[src/rtl/ppm_pkg.sv]
package ppm_pkg;

   typedef enum logic [1:0] {
      PLACE_LEAD   = 2'd0,
      PLACE_TRAIL  = 2'd1,
      PLACE_CENTRE = 2'd2
   } place_e;

   // centre bit dominates; trail bit only matters for single-edge placement
   function automatic place_e decode_place(input logic centre, input logic trail);
      if (centre)     return PLACE_CENTRE;
      else if (trail) return PLACE_TRAIL;
      else            return PLACE_LEAD;
   endfunction

endpackage

[src/rtl/ppm_slot_counter.sv]
module ppm_slot_counter #(
   parameter int DATA_W = 6
) (
   input  logic              clk,
   input  logic              rst,
   input  logic              line_start,
   output logic [DATA_W-1:0] slot,
   output logic              boundary
);
   localparam logic [DATA_W-1:0] LAST_SLOT = '1;

   logic last;

   assign last     = (slot == LAST_SLOT);
   assign boundary = last | line_start;

   always_ff @(posedge clk) begin
      if (rst)             slot <= '0;
      else if (line_start) slot <= '0;
      else                 slot <= slot + 1'b1;
   end

   a_r7_restart_slot0: assert property (@(posedge clk) disable iff (rst)
      line_start |=> (slot == '0));

   a_r5_wrap_after_last: assert property (@(posedge clk) disable iff (rst)
      (last && !line_start) |=> (slot == '0));

   a_r5_step_by_one: assert property (@(posedge clk) disable iff (rst)
      (!boundary && !$past(rst)) |=> (slot == $past(slot) + 1'b1));

endmodule

[src/rtl/ppm_word_hold.sv]
module ppm_word_hold
   import ppm_pkg::*;
#(
   parameter int DATA_W = 6
) (
   input  logic              clk,
   input  logic              rst,
   input  logic              load,
   input  logic [DATA_W-1:0] data_in,
   input  logic              centre_in,
   input  logic              trail_in,
   output logic [DATA_W-1:0] width_q,
   output place_e            place_q,
   output logic              valid_q
);

   always_ff @(posedge clk) begin
      if (rst) begin
         width_q <= '0;
         place_q <= PLACE_LEAD;
         valid_q <= 1'b0;
      end else if (load) begin
         width_q <= data_in;
         place_q <= decode_place(centre_in, trail_in);
         valid_q <= 1'b1;
      end
   end

   a_r5_load_word: assert property (@(posedge clk) disable iff (rst)
      load |=> (width_q == $past(data_in)) && valid_q);

   a_r6_hold_between: assert property (@(posedge clk) disable iff (rst)
      (!load && !$past(rst)) |=> ($stable(width_q) && $stable(place_q)));

   a_r9_centre_dominates: assert property (@(posedge clk) disable iff (rst)
      (load && centre_in) |=> (place_q == PLACE_CENTRE));

endmodule

[src/rtl/ppm_window_cmp.sv]
module ppm_window_cmp
   import ppm_pkg::*;
#(
   parameter int DATA_W    = 6,
   parameter bit LATE_BIAS = 1'b1
) (
   input  logic [DATA_W-1:0] slot,
   input  logic [DATA_W-1:0] width,
   input  place_e            place,
   input  logic              valid,
   output logic              hit
);
   localparam int EW    = DATA_W + 1;
   localparam int SLOTS = 1 << DATA_W;
   localparam int HALF  = SLOTS / 2;

   logic [EW-1:0] w_e, s_e, early_half, late_half, lo_b, hi_b;

   assign w_e = {1'b0, width};
   assign s_e = {1'b0, slot};

   // which half of the centred pulse takes the odd slot
   generate
      if (LATE_BIAS) begin : g_late
         assign early_half = w_e >> 1;
      end else begin : g_early
         assign early_half = w_e - (w_e >> 1);
      end
   endgenerate

   assign late_half = w_e - early_half;

   always_comb begin
      unique case (place)
         PLACE_LEAD: begin
            lo_b = '0;
            hi_b = w_e;
         end
         PLACE_TRAIL: begin
            lo_b = EW'(SLOTS) - w_e;
            hi_b = EW'(SLOTS);
         end
         PLACE_CENTRE: begin
            lo_b = EW'(HALF) - early_half;
            hi_b = EW'(HALF) + late_half;
         end
         default: begin
            lo_b = '0;
            hi_b = '0;
         end
      endcase
   end

   assign hit = valid && (s_e >= lo_b) && (s_e < hi_b);

endmodule

[src/rtl/pulse_place_mod.sv]
module pulse_place_mod
   import ppm_pkg::*;
#(
   parameter int DATA_W    = 6,
   parameter bit LATE_BIAS = 1'b1
) (
   input  logic              clk,
   input  logic              rst,
   input  logic [DATA_W-1:0] data_word,
   input  logic              ctl_centre,
   input  logic              ctl_trail,
   input  logic              line_start,
   output logic              pwm_out
);
   localparam int SLOTS = 1 << DATA_W;
   localparam int HALF  = SLOTS / 2;
   localparam logic [DATA_W-1:0] LAST_SLOT = '1;

   generate
      if (DATA_W < 2 || DATA_W > 12) begin : g_bad_width
         $error("pulse_place_mod: DATA_W must lie in 2..12");
      end
   endgenerate

   logic [DATA_W-1:0] slot;
   logic              boundary;
   logic [DATA_W-1:0] width_q;
   place_e            place_q;
   logic              valid_q;
   logic              hit;

   ppm_slot_counter #(.DATA_W(DATA_W)) u_count (
      .clk        (clk),
      .rst        (rst),
      .line_start (line_start),
      .slot       (slot),
      .boundary   (boundary)
   );

   ppm_word_hold #(.DATA_W(DATA_W)) u_hold (
      .clk       (clk),
      .rst       (rst),
      .load      (boundary),
      .data_in   (data_word),
      .centre_in (ctl_centre),
      .trail_in  (ctl_trail),
      .width_q   (width_q),
      .place_q   (place_q),
      .valid_q   (valid_q)
   );

   ppm_window_cmp #(.DATA_W(DATA_W), .LATE_BIAS(LATE_BIAS)) u_win (
      .slot  (slot),
      .width (width_q),
      .place (place_q),
      .valid (valid_q),
      .hit   (hit)
   );

   always_ff @(posedge clk) begin
      if (rst) pwm_out <= 1'b0;
      else     pwm_out <= hit;
   end

   a_r8_low_in_reset: assert property (@(posedge clk)
      rst |=> !pwm_out);

   a_r8_low_before_first_word: assert property (@(posedge clk) disable iff (rst)
      !valid_q |=> !pwm_out);

   a_r4_zero_width_silent: assert property (@(posedge clk) disable iff (rst)
      (valid_q && width_q == '0) |=> !pwm_out);

   a_r1_lead_first_slot: assert property (@(posedge clk) disable iff (rst)
      (valid_q && place_q == PLACE_LEAD && width_q != '0 && slot == '0) |=> pwm_out);

   a_r2_trail_last_slot: assert property (@(posedge clk) disable iff (rst)
      (valid_q && place_q == PLACE_TRAIL && width_q != '0 && slot == LAST_SLOT) |=> pwm_out);

   a_r3_centre_before_mid: assert property (@(posedge clk) disable iff (rst)
      (valid_q && place_q == PLACE_CENTRE && width_q >= DATA_W'(2)
       && slot == DATA_W'(HALF - 1)) |=> pwm_out);

endmodule

[config.mk]
export PLATFORM = sky130hd
export DESIGN_NAME = pulse_place_mod
export DESIGN_NICKNAME = d
export VERILOG_FILES = /design/src/rtl/ppm_pkg.sv /design/src/rtl/ppm_slot_counter.sv /design/src/rtl/ppm_word_hold.sv /design/src/rtl/ppm_window_cmp.sv /design/src/rtl/pulse_place_mod.sv
export SDC_FILE = /design/constraint.sdc
export NUM_CORES = 1
export LEC_CHECK = 0
export ABC_CLOCK_PERIOD_IN_PS = 4100
export BUFFER_PORTS_ARGS = -buffer_cell sky130_fd_sc_hd__buf_2
export CAP_MARGIN = 20
export CORE_AREA = 2 2 55 57
export CTS_CLUSTER_SIZE = 30
export DETAILED_ROUTE_END_ITERATION = 12
export DIE_AREA = 0 0 57 59
export HOLD_SLACK_MARGIN = 0.15
export PLACE_DENSITY_LB_ADDON = 0.25
export SLEW_MARGIN = 20
export SYNTH_ARGS = -nofsm -noshare
export SYNTH_HDL_FRONTEND = slang
export SYNTH_SLANG_ARGS = --single-unit
[constraint.sdc]
create_clock -name clk -period 4.1 [get_ports clk]
set_input_delay 0.41 -clock clk [delete_from_list [all_inputs] [get_ports clk]]
set_output_delay 0.41 -clock clk [all_outputs]
set_load 0.005 [all_outputs]
==> insert_results.sql <==
INSERT INTO impl_metrics (metric_group, metric, value, unit) VALUES
('status', 'run_status', 'finished, final reports clean', ''),
('worst_hold_path', 'timing.hold.worst.class', 'in -> reg', ''),
('timing', 'tns', '0', 'ps'),
('setup_path', 'critPathRequiredTime', '4290', 'ps'),
('timing', 'unrepaired_setup_endpoints_after_global_routing', 'no', ''),
('power_and_ir_drop', 'power.static_leakage', '0.724', 'nW'),
('placement', 'number_of_placed_cells_counting_well_taps', '209', ''),
('detailed_routing', 'route.antenna.remaining_nets', '0', ''),
('timing', 'finalWorstPathRequiredPeriod', '3490', 'ps'),
('clocking', 'cts_inserted_buffers', '3', ''),
('logic_synthesis', 'combined_area_of_all_synthesized_cells', '1480', 'sq um'),
('logic_synthesis', 'net_count_after_synthesis', '213', ''),
('clocking', 'clk_transition_reported_paths', '100', 'ps'),
('detailed_routing', 'wl', '3060', 'um'),
('logic_synthesis', 'synth_sequential_area_ratio', '0.217', ''),
('logic_synthesis', 'synthMostInstantiatedCell', 'ha_1', ''),
('timing', 'worst-slew-pin-transition', '459', 'ps'),
('worst_hold_path', 'worstHoldPathCells', '3', ''),
('final_layout', 'multiInputGateArea', '1060', 'sq um'),
('global_routing', 'vias_in_the_first_global_route', '1165', ''),
('power_and_ir_drop', 'ir_drop', '0.229', 'mV'),
('logic_synthesis', 'synth_top_cells_by_area', 'ha_1, dfxtp_1, xnor2_1', ''),
('timing', 'final_min_period_over_clock_period', '0.852', ''),
('placement', 'globalplace.congestion', '0.917', ''),
('floorplanning', 'row_count', '19', ''),
('final_layout', 'final_core_util', '0.588', ''),
('clocking', 'cts_tree', 'yes', ''),
('clocking', 'clk_root_buffer_cell', 'clkbuf_4', ''),
('floorplanning', 'die_height', '59', 'um'),
('power_and_ir_drop', 'finalPower', '0.419', 'mW'),
('logic_synthesis', 'netlist_instances', '170', ''),
('global_routing', 'globalRoute.totalOverflow', '0', ''),
('detailed_routing', 'detail_route.iter0.violations', '45', ''),
('global_routing', 'grt_pass1_wl', '5150', 'um'),
('logic_synthesis', 'ys.warnings.count', '0', ''),
('global_routing', 'grt_util_all_layers', '0.199', ''),
('setup_path', 'r2r.worst_path.cells', '15', ''),
('logic_synthesis', 'synth_flop_cell', 'dfxtp_1', ''),
('timing', 'post-route-worst-setup-slack', '608', 'ps'),
('placement', 'io_buffers', '11', ''),
('final_layout', 'regArea', '320', 'sq um'),
('placement', 'post_detailed_placement_half_perimeter_wirelength', '2530', 'um'),
('timing', 'timing.fmax', '0.286', 'GHz'),
('setup_path', 'worstSetupStartpointType', 'register', ''),
('detailed_routing', 'routedWlPerCell', '14.4', 'um'),
('final_layout', 'num_antenna_cells', '0', ''),
('final_layout', 'finalNonFillerCells', '213', ''),
('placement', 'worst_slack_at_placement', '660', 'ps'),
('detailed_routing', 'drc_errors', '0', ''),
('final_layout', 'layout.filler_cells', '250', ''),
('timing', 'max_slew_margin', '0.694', ''),
('timing', 'finalHoldWorstSlack', '348', 'ps'),
('logic_synthesis', 'synth.ff_latch_count', '16', ''),
('setup_path', 'worstPathMaxFanout', '5', ''),
('timing', 'hold_viol_final', '0', ''),
('final_layout', 'area_grow_syn2layout', '7.97', '%'),
('floorplanning', 'ioPinCount', '12', ''),
('setup_path', 'worstSetupPathType', 'reg -> reg', ''),
('clocking', 'h_tree_depth', '1', ''),
('detailed_routing', 'routed_via_count', '1199', ''),
('timing', 'timing.final.setup_violations', '0', ''),
('logic_synthesis', 'synth_enable_flop_cells', '0', ''),
('clocking', 'clk_latency', '290', 'ps'),
('power_and_ir_drop', 'power_density', '263', 'nW/um^2'),
('floorplanning', 'floorplan.die_area', '3360', 'sq um'),
('detailed_routing', 'avgViaCountPerCell', '5.63', ''),
('floorplanning', 'die_w', '57', 'um'),
('floorplanning', 'core', '2710', 'sq um'),
('setup_path', 'crit_path_end_kind', 'register', ''),
('logic_synthesis', 'synth_top_cell_by_area', 'ha_1', ''),
('logic_synthesis', 'synth_area_per_cell', '8.68', 'sq um');
-- logic make-up after synthesis --
| kind of cell | count (synthesis) | synth area share |
|---|---|---|
| flip-flops | 16 | 0.217 |
| multiplexers | 7 | 0.0475 |
| adder cells (fa/ha/maj) | 32 | 0.276 |
| AND/OR/NAND/NOR | 44 | 0.147 |
| buffers and inverters | 23 | 0.0619 |
| AO/OA/AOI/OAI | 35 | 0.174 |
| XOR/XNOR | 13 | 0.0771 |
-- flip-flops by register name, indices dropped and copies added (netlist names) --
register        count
u_hold.valid_q      1
u_count.slot        6
u_hold.place_q      2
pwm_out             1
u_hold.width_q      6
-- metal layers --
layer | global-route usage | vias to the layer above | share of wire
met2 | 0.355 | 20 | 0.49
met1 | 0.240 | 562 | 0.46
met5 | 0 | - | 0
met3 | 0.0349 | 6 | 0.022
li1 | - | 611 | -
met4 | 0.0731 | 0 | 0.022
-- worst max-delay path: stages, from the launching register on --
cell       delay, ps
dfxtp_1          460
inv_1            120
ha_1             310
inv_1             60
ha_1             200
fa_1             400
a21o_1           170
a21oi_1          170
xnor2_1          140
a22oi_1           80
or2_1            240
ha_1             200
a211o_1          260
nor3_1           190
a311oi_1          80
a2111oi_2        290
-- cells in the final DEF (no fill, tap or decap), types with 3 or more instances in the layout --
cell type / n
a21oi_1: 6
a22o_1: 5
a22oi_1: 7
buf_2: 11
clkbuf_4: 3
dfxtp_1: 16
ha_1: 31
inv_1: 19
mux2i_1: 7
nand2_1: 8
nor2_1: 18
nor2b_1: 3
o21ai_0: 6
or2_2: 5
xnor2_1: 11
-- cell type report --
cell class,count,area share
Inverter,19,0.0447
Clock buffer,4,0.0228
Tap cell,31,0.0243
Timing Repair Buffer,12,0.0392
Sequential cell,16,0.201
Multi-Input combinational cell,131,0.668
-- power by group --
group	switching [mW]	leakage (nW)	internal, mW
sequential	0.00933	0.131	0.162
combinational	0.0734	0.572	0.0673
clock	0.0525	0.0210	0.0540
total	0.135	0.724	0.284
-- final timing paths --
path	slack (ps)	start	endpoint
hold reg to reg	480	u_hold.valid_q	u_hold.valid_q
setup reg to reg	610	u_hold.width_q[2]	pwm_out
hold / removal	350	data_word[4]	u_hold.width_q[4]
setup / recovery	610	u_hold.width_q[2]	pwm_out
No activity file was read; power rests on OpenSTA's default activity.
